===== config.mk =====
export PLATFORM = sky130hd
export DESIGN_NAME = flash_cmd_decoder
export DESIGN_NICKNAME = d
export VERILOG_FILES = /design/src/rtl/flash_cmd_pkg.sv /design/src/rtl/flash_seq_fsm.sv /design/src/rtl/flash_op_issue.sv /design/src/rtl/flash_id_ctl.sv /design/src/rtl/flash_cmd_decoder.sv
export SDC_FILE = /design/constraint.sdc
export NUM_CORES = 1
export LEC_CHECK = 0
export ABC_AREA = 1
export BUFFER_PORTS_ARGS = -buffer_cell sky130_fd_sc_hd__buf_2
export CORE_UTILIZATION = 25
export CTS_CLUSTER_DIAMETER = 100
export CTS_CLUSTER_SIZE = 16
export DETAILED_ROUTE_END_ITERATION = 6
export PLACE_DENSITY = 0.46
export SKIP_LAST_GASP = 1
export SLEW_MARGIN = 15
export SYNTH_ARGS = -nofsm -noshare
export SYNTH_HDL_FRONTEND = slang
export SYNTH_SLANG_ARGS = --single-unit

===== constraint.sdc =====
create_clock -name clk -period 3.7 [get_ports clk]
set_input_delay 0.185 -clock clk [delete_from_list [all_inputs] [get_ports clk]]
set_output_delay 0.185 -clock clk [all_outputs]
set_load 0.01 [all_outputs]

===== src/rtl/flash_cmd_pkg.sv =====
package flash_cmd_pkg;

  localparam int CMP_W  = 11;
  localparam int DATA_W = 8;

  localparam logic [CMP_W-1:0]  KEY_LO = 11'h555;
  localparam logic [CMP_W-1:0]  KEY_HI = 11'h2AA;

  localparam logic [DATA_W-1:0] D_UNLK_A = 8'hAA;
  localparam logic [DATA_W-1:0] D_UNLK_B = 8'h55;
  localparam logic [DATA_W-1:0] D_PROG   = 8'hA0;
  localparam logic [DATA_W-1:0] D_EXT    = 8'h80;
  localparam logic [DATA_W-1:0] D_IDON   = 8'h90;
  localparam logic [DATA_W-1:0] D_IDOFF  = 8'hF0;
  localparam logic [DATA_W-1:0] D_CHIP   = 8'h10;
  localparam logic [DATA_W-1:0] D_SECT   = 8'h30;
  localparam logic [DATA_W-1:0] D_LOCK   = 8'h40;

  typedef enum logic [2:0] {
    ST_IDLE, ST_UNL1, ST_UNL2, ST_PROG, ST_EXT3, ST_EXT4, ST_EXT5
  } seq_st_t;

  typedef enum logic [2:0] {
    OP_NONE, OP_PROG, OP_CHIP, OP_SECT, OP_LOCK, OP_ID_ON, OP_ID_OFF
  } op_t;

  typedef struct packed {
    seq_st_t nxt;
    op_t     op;
  } step_t;

  function automatic logic at_key(input logic [CMP_W-1:0] a,
                                  input logic [CMP_W-1:0] key);
    return a == key;
  endfunction

  // One step of the command walk: where the next write lands and what it issues.
  function automatic step_t decode_step(input seq_st_t st,
                                        input logic [CMP_W-1:0] a,
                                        input logic [DATA_W-1:0] d);
    step_t r;
    r.nxt = ST_IDLE;
    r.op  = OP_NONE;
    case (st)
      ST_IDLE: begin
        if (d == D_IDOFF)                            r.op  = OP_ID_OFF;
        else if (d == D_UNLK_A && at_key(a, KEY_LO)) r.nxt = ST_UNL1;
      end
      ST_UNL1: if (d == D_UNLK_B && at_key(a, KEY_HI)) r.nxt = ST_UNL2;
      ST_UNL2: begin
        if (at_key(a, KEY_LO)) begin
          case (d)
            D_PROG:  r.nxt = ST_PROG;
            D_EXT:   r.nxt = ST_EXT3;
            D_IDON:  r.op  = OP_ID_ON;
            D_IDOFF: r.op  = OP_ID_OFF;
            default: r.nxt = ST_IDLE;
          endcase
        end
      end
      ST_PROG: r.op = OP_PROG;
      ST_EXT3: if (d == D_UNLK_A && at_key(a, KEY_LO)) r.nxt = ST_EXT4;
      ST_EXT4: if (d == D_UNLK_B && at_key(a, KEY_HI)) r.nxt = ST_EXT5;
      ST_EXT5: begin
        if (d == D_SECT)                           r.op = OP_SECT;
        else if (d == D_CHIP && at_key(a, KEY_LO)) r.op = OP_CHIP;
        else if (d == D_LOCK && at_key(a, KEY_LO)) r.op = OP_LOCK;
      end
      default: r.nxt = ST_IDLE;
    endcase
    return r;
  endfunction

  function automatic logic [DATA_W-1:0] id_value(input logic [1:0] sel,
                                                 input logic top_boot,
                                                 input logic locked);
    case (sel)
      2'd0:    return 8'h1F;
      2'd1:    return top_boot ? 8'h08 : 8'h07;
      2'd2:    return {7'b0, locked};
      default: return 8'h0F;
    endcase
  endfunction

endpackage


===== src/rtl/flash_seq_fsm.sv =====
module flash_seq_fsm
  import flash_cmd_pkg::*;
(
  input  logic              clk,
  input  logic              rst_n,
  input  logic              wr_en,
  input  logic              busy,
  input  logic [CMP_W-1:0]  key_addr,
  input  logic [DATA_W-1:0] wr_data,
  output seq_st_t           state,
  output op_t               op,
  output logic              accept
);

  step_t step;

  assign accept = wr_en & ~busy;

  always_comb step = decode_step(state, key_addr, wr_data);

  assign op = accept ? step.op : OP_NONE;

  always_ff @(posedge clk) begin
    if (!rst_n)      state <= ST_IDLE;
    else if (accept) state <= step.nxt;
  end

  // the program-armed step is reached only from the second unlock step
  a_r3_prog_after_unlock: assert property (@(posedge clk) disable iff (!rst_n)
    (state == ST_PROG && $past(state) != ST_PROG) |-> $past(state) == ST_UNL2);

  // the sixth-cycle step is reached only through the second unlock pair
  a_r4_ext5_after_ext4: assert property (@(posedge clk) disable iff (!rst_n)
    (state == ST_EXT5 && $past(state) != ST_EXT5) |-> $past(state) == ST_EXT4);

  // a write blocked by busy leaves the sequence position untouched
  a_r10_busy_holds: assert property (@(posedge clk) disable iff (!rst_n)
    (wr_en && busy) |=> $stable(state));

endmodule


===== src/rtl/flash_op_issue.sv =====
module flash_op_issue
  import flash_cmd_pkg::*;
#(
  parameter int ADDR_W = 18
) (
  input  logic              clk,
  input  logic              rst_n,
  input  op_t               op,
  input  logic [ADDR_W-1:0] wr_addr,
  input  logic [DATA_W-1:0] wr_data,
  output logic              prog_start,
  output logic              chip_start,
  output logic              sect_start,
  output logic              lock_start,
  output logic [ADDR_W-1:0] op_addr,
  output logic [DATA_W-1:0] op_data
);

  logic array_op;
  assign array_op = (op == OP_PROG) || (op == OP_CHIP) ||
                    (op == OP_SECT) || (op == OP_LOCK);

  always_ff @(posedge clk) begin
    if (!rst_n) begin
      prog_start <= 1'b0;
      chip_start <= 1'b0;
      sect_start <= 1'b0;
      lock_start <= 1'b0;
      op_addr    <= '0;
      op_data    <= '0;
    end else begin
      prog_start <= (op == OP_PROG);
      chip_start <= (op == OP_CHIP);
      sect_start <= (op == OP_SECT);
      lock_start <= (op == OP_LOCK);
      if (array_op) begin
        op_addr <= wr_addr;
        op_data <= wr_data;
      end
    end
  end

  // never two start pulses at once
  a_r11_one_pulse: assert property (@(posedge clk) disable iff (!rst_n)
    $onehot0({prog_start, chip_start, sect_start, lock_start}));

  // each pulse lasts a single cycle
  a_r11_prog_single: assert property (@(posedge clk) disable iff (!rst_n)
    prog_start |=> !prog_start);
  a_r11_erase_single: assert property (@(posedge clk) disable iff (!rst_n)
    (chip_start || sect_start) |=> !(chip_start || sect_start));

endmodule


===== src/rtl/flash_id_ctl.sv =====
module flash_id_ctl
  import flash_cmd_pkg::*;
#(
  parameter bit TOP_BOOT = 1'b0
) (
  input  logic              clk,
  input  logic              rst_n,
  input  op_t               op,
  input  logic [1:0]        rd_sel,
  output logic              id_mode,
  output logic              locked,
  output logic [DATA_W-1:0] id_data
);

  always_ff @(posedge clk) begin
    if (!rst_n) begin
      id_mode <= 1'b0;
      locked  <= 1'b0;
    end else begin
      if (op == OP_ID_ON)       id_mode <= 1'b1;
      else if (op == OP_ID_OFF) id_mode <= 1'b0;
      if (op == OP_LOCK)        locked  <= 1'b1;
    end
  end

  assign id_data = id_mode ? id_value(rd_sel, TOP_BOOT, locked) : '0;

  // the lockout flag is sticky
  a_r6_lock_sticky: assert property (@(posedge clk) disable iff (!rst_n)
    locked |=> locked);

  // the flag rises only after the lockout command
  a_r6_lock_cause: assert property (@(posedge clk) disable iff (!rst_n)
    $rose(locked) |-> $past(op) == OP_LOCK);

  // identifier mode ends only on an exit command
  a_r8_exit_cause: assert property (@(posedge clk) disable iff (!rst_n)
    $fell(id_mode) |-> $past(op) == OP_ID_OFF);

  // read data is zero outside identifier mode
  a_r7_quiet_outside: assert property (@(posedge clk) disable iff (!rst_n)
    !id_mode |-> id_data == '0);

endmodule


===== src/rtl/flash_cmd_decoder.sv =====
module flash_cmd_decoder
  import flash_cmd_pkg::*;
#(
  parameter int ADDR_W   = 18,
  parameter bit TOP_BOOT = 1'b0
) (
  input  logic              clk,
  input  logic              rst_n,
  input  logic              wr_en,
  input  logic [ADDR_W-1:0] wr_addr,
  input  logic [7:0]        wr_data,
  input  logic              busy,
  input  logic [1:0]        rd_sel,
  output logic              prog_start,
  output logic              chip_erase_start,
  output logic              sector_erase_start,
  output logic              lock_set,
  output logic [ADDR_W-1:0] op_addr,
  output logic [7:0]        op_data,
  output logic              id_mode,
  output logic              boot_locked,
  output logic [7:0]        id_data
);

  seq_st_t seq_state;
  op_t     issue_op;
  logic    wr_accept;

  flash_seq_fsm u_fsm (
    .clk      (clk),
    .rst_n    (rst_n),
    .wr_en    (wr_en),
    .busy     (busy),
    .key_addr (wr_addr[CMP_W-1:0]),
    .wr_data  (wr_data),
    .state    (seq_state),
    .op       (issue_op),
    .accept   (wr_accept)
  );

  flash_op_issue #(.ADDR_W(ADDR_W)) u_issue (
    .clk        (clk),
    .rst_n      (rst_n),
    .op         (issue_op),
    .wr_addr    (wr_addr),
    .wr_data    (wr_data),
    .prog_start (prog_start),
    .chip_start (chip_erase_start),
    .sect_start (sector_erase_start),
    .lock_start (lock_set),
    .op_addr    (op_addr),
    .op_data    (op_data)
  );

  flash_id_ctl #(.TOP_BOOT(TOP_BOOT)) u_id (
    .clk     (clk),
    .rst_n   (rst_n),
    .op      (issue_op),
    .rd_sel  (rd_sel),
    .id_mode (id_mode),
    .locked  (boot_locked),
    .id_data (id_data)
  );

  // a write blocked by busy never yields a start pulse
  a_r10_busy_no_cmd: assert property (@(posedge clk) disable iff (!rst_n)
    (wr_en && busy) |=> !(prog_start || chip_erase_start ||
                          sector_erase_start || lock_set));

  // any start pulse follows an accepted write
  a_r9_pulse_needs_write: assert property (@(posedge clk) disable iff (!rst_n)
    (prog_start || chip_erase_start || sector_erase_start || lock_set)
      |-> $past(wr_accept));

  // identifier mode is entered only after an accepted write
  a_r7_entry_needs_write: assert property (@(posedge clk) disable iff (!rst_n)
    $rose(id_mode) |-> $past(wr_accept) && $past(seq_state) == ST_UNL2);

endmodule


==> impl_metrics.ini <==
[detailed_routing]
drt_iter0_markers = 89
wire_per_inst_microns = 10.74
drt_pre_antenna_iters = 4
wl_microns = 5475
vias_per_cell = 4.288
drc_errors = 0
ant_nets = 0
vias = 2187

[yosys]
synth_commonest_cells = 65 x nand2_1, 55 x inv_1, 50 x nor2_1, 35 x dfxtp_1, 32 x a21oi_1
yosysTopAreaCell = dfxtp_1
avgSynthCellArea_sq_um = 6.679
ys_types = 24
synth_seq_area_share = 0.3085
post-synth-top-area-fraction = 0.3085
synth_warnings = 0
synth_seq_cells = 35
synthCells = 340
yosys_most_used_dff = dfxtp_1
yosysMostFrequentCell = nand2_1
async_flop_share = 0
netlist_area_sq_mm = 0.002271
synth-edff-count = 0
ys_top_cells_by_area = dfxtp_1 31%, nand3_2 11%, nand2_1 11%

[layout]
final_nets = 439
fin_area_sq_mm = 0.002739
area_delta_synth_final_pct = 20.61
diodes = 0
fin_util = 0.3125
drive_above_1_share = 0.2985
stdcell_count = 510

[global_route]
antenna_found_initial = 0
grt_pass1_wl_microns = 9363
grt_max_degree = 53
grt_pass1_vias = 2019
grt_use_total = 0.1205
grt.overflow.total = 0

[worst_hold_path]
hold_path_startpoint = wr_addr[16]
hp-class = in -> reg
min_to = u_issue.op_addr[16]
holdPathStages = 3

[setup_path]
r2r_start = u_fsm.state[0]
cp_max_fo = 40
cp-end-kind = register
critPathKind = reg -> reg
ff2ff_setup_slack_ns = 1.53
timing.rr.end = u_issue.op_addr[7]
required_ns = 3.88
critPathLaunchType = register
arrival_ns = 2.35
r2r_cells = 10

[placement]
place_area_sq_mm = 0.002635
port_buffers = 68
gp_congestion = 0.8083
dp_cells = 502
dp_hpwl_microns = 4166

[power_and_ir_drop]
power.density_mw_per_mm2 = 274.4
p_sw_frac = 0.2438
ir_worst_vdd_mv = 0.1367
leakagePower_uw = 0.001613
power_frac_clock = 0.415
internal_power_uw = 568.4
p_seq_frac = 0.502
p_switching_uw = 183.2
comb_power_share = 0.083

[cts]
cts_setup_buffers = 0
cts_tree = built
h-tree-depth = 2
postCtsResizedCells = 0
ctsLongestPathBuffers = 2
clkLatencyLatePin_ns = 0.29
cts_root_buf = clkbuf_8
holdBufCountCts = 0
numCtsBuffers = 5
cts_sinks = 35
clk_pin_slew_ns = 0.08

[run]
drv_cap = 0

[run_status]
status = completed

[timing]
rsz0062_at_grt = false
finClkSkew_ns = 0.006444
setup_viol = 0
finalCritPeriodShare = 0.5878
finalCriticalPeriod_ns = 2.175
tightest_slew_ns = 0.6543
hold_viol = 0
slew_headroom = 0.5638
final-max-slew-violation-count = 0
timing.fmax_mhz = 459.8
fin_tns_setup_ns = 0

[floorplan]
ioPinCount = 72
die_w_microns = 97.31
die_h_microns = 97.31
core_sq_mm = 0.008763
rows = 34
dieArea_sq_mm = 0.009469
start_util = 0.2591
-- kinds of logic after synthesis --
kind of cell             synth area share
AND/OR/NAND/NOR                    0.4110
AO/OA/AOI/OAI                     0.08595
flip-flops                         0.3085
buffers and inverters              0.1598
adder cells (fa/ha/maj)           0.03306
other                            0.001651
-- cell usage in the layout (no fill, tap or decap), drive strengths merged --
cell and instances:
a31oi 1, nand3b 1, inv 63, nand4 7
clkinvlp 1, ha 6, dfxtp 35, conb 3
o21ai 1, clkbuf 7, nand2 69, nand3 43
a211oi 1, nor3 8, a2111o 1, nor2 54
a21oi 32, buf 69
-- area by class of cell --
| cell class | instances | area, sq um |
|---|---|---|
| Inverter | 63 | 236.5 |
| Multi-Input combinational cell | 227 | 1215 |
| Fill cell | 1018 | 6025 |
| Clock inverter | 1 | 7.507 |
| Clock buffer | 7 | 96.34 |
| Sequential cell | 35 | 700.7 |
| Tap cell | 108 | 135.1 |
| Timing Repair Buffer | 69 | 347.8 |
-- sequential cells by signal, indices dropped and copies added (netlist names) --
signal and flops:
u_issue.op_addr 18, u_issue.sect_start 1, u_fsm.state 3, u_issue.prog_start 1, u_issue.chip_start 1, u_id.id_mode 1, u_issue.lock_start 1, u_id.locked 1
u_issue.op_data 8
-- worst max-delay path by stage --
stage | slack (ns) | to | cells after the start | startpoint
final | 1.53 | u_issue.op_addr[7] | 10 | u_fsm.state[0]
after global routing | 1.24 | u_issue.op_addr[6] | 11 | u_fsm.state[1]
after CTS | 1.51 | u_issue.op_addr[7] | 10 | u_fsm.state[0]
after detailed placement | 1.46 | u_issue.op_addr[6] | 14 | wr_data[1]
after global placement | 1.46 | u_issue.op_addr[6] | 13 | wr_data[0]
after floorplan | 2.07 | u_issue.op_addr[0] | 12 | u_fsm.state[1]
-- critical path, cell delays in order, from the launching register on --
cell,delay (ns)
dfxtp_1,0.39
inv_1,0.10
nand2_2,0.11
nor2_2,0.06
nand3_1,0.10
nand2_1,0.08
a21oi_1,0.28
nand4_4,0.30
buf_4,0.39
a21oi_1,0.19
nor2_1,0.07
-- power by group through the flow --
| stage | Sequential, uW | Clock (uW) | Combinational [uW] |
|---|---|---|---|
| 2_1_floorplan | 387 | 0 | 31.9 |
| 3_3_place_gp | 386 | 0 | 63.1 |
| 3_5_place_dp | 386 | 0 | 63.0 |
| 4_1_cts | 377 | 331 | 63.5 |
| 5_1_grt | 377 | 348 | 71.8 |
| 6_report | 377 | 312 | 62.6 |
-- through the flow --
step                      hold slack (ns)  setup WS [ns]  total power (uW)
after floorplan                    0.3167          2.071             418.5
after global placement             0.4054          1.464             449.3
after global routing               0.1093          1.242             796.8
final                              0.1148          1.525             751.6
after CTS                          0.1043          1.508             771.4
after detailed placement           0.4167          1.456             449.2
-- metal layers --
layer,vias up,routed length [microns],global-route usage
li1,1176,-,-
met1,954,2637,0.1598
met2,51,2479,0.1966
met3,6,309,0.03022
met4,0,48,0.02715
met5,-,0,0
Power figures use the tool's default switching activity.
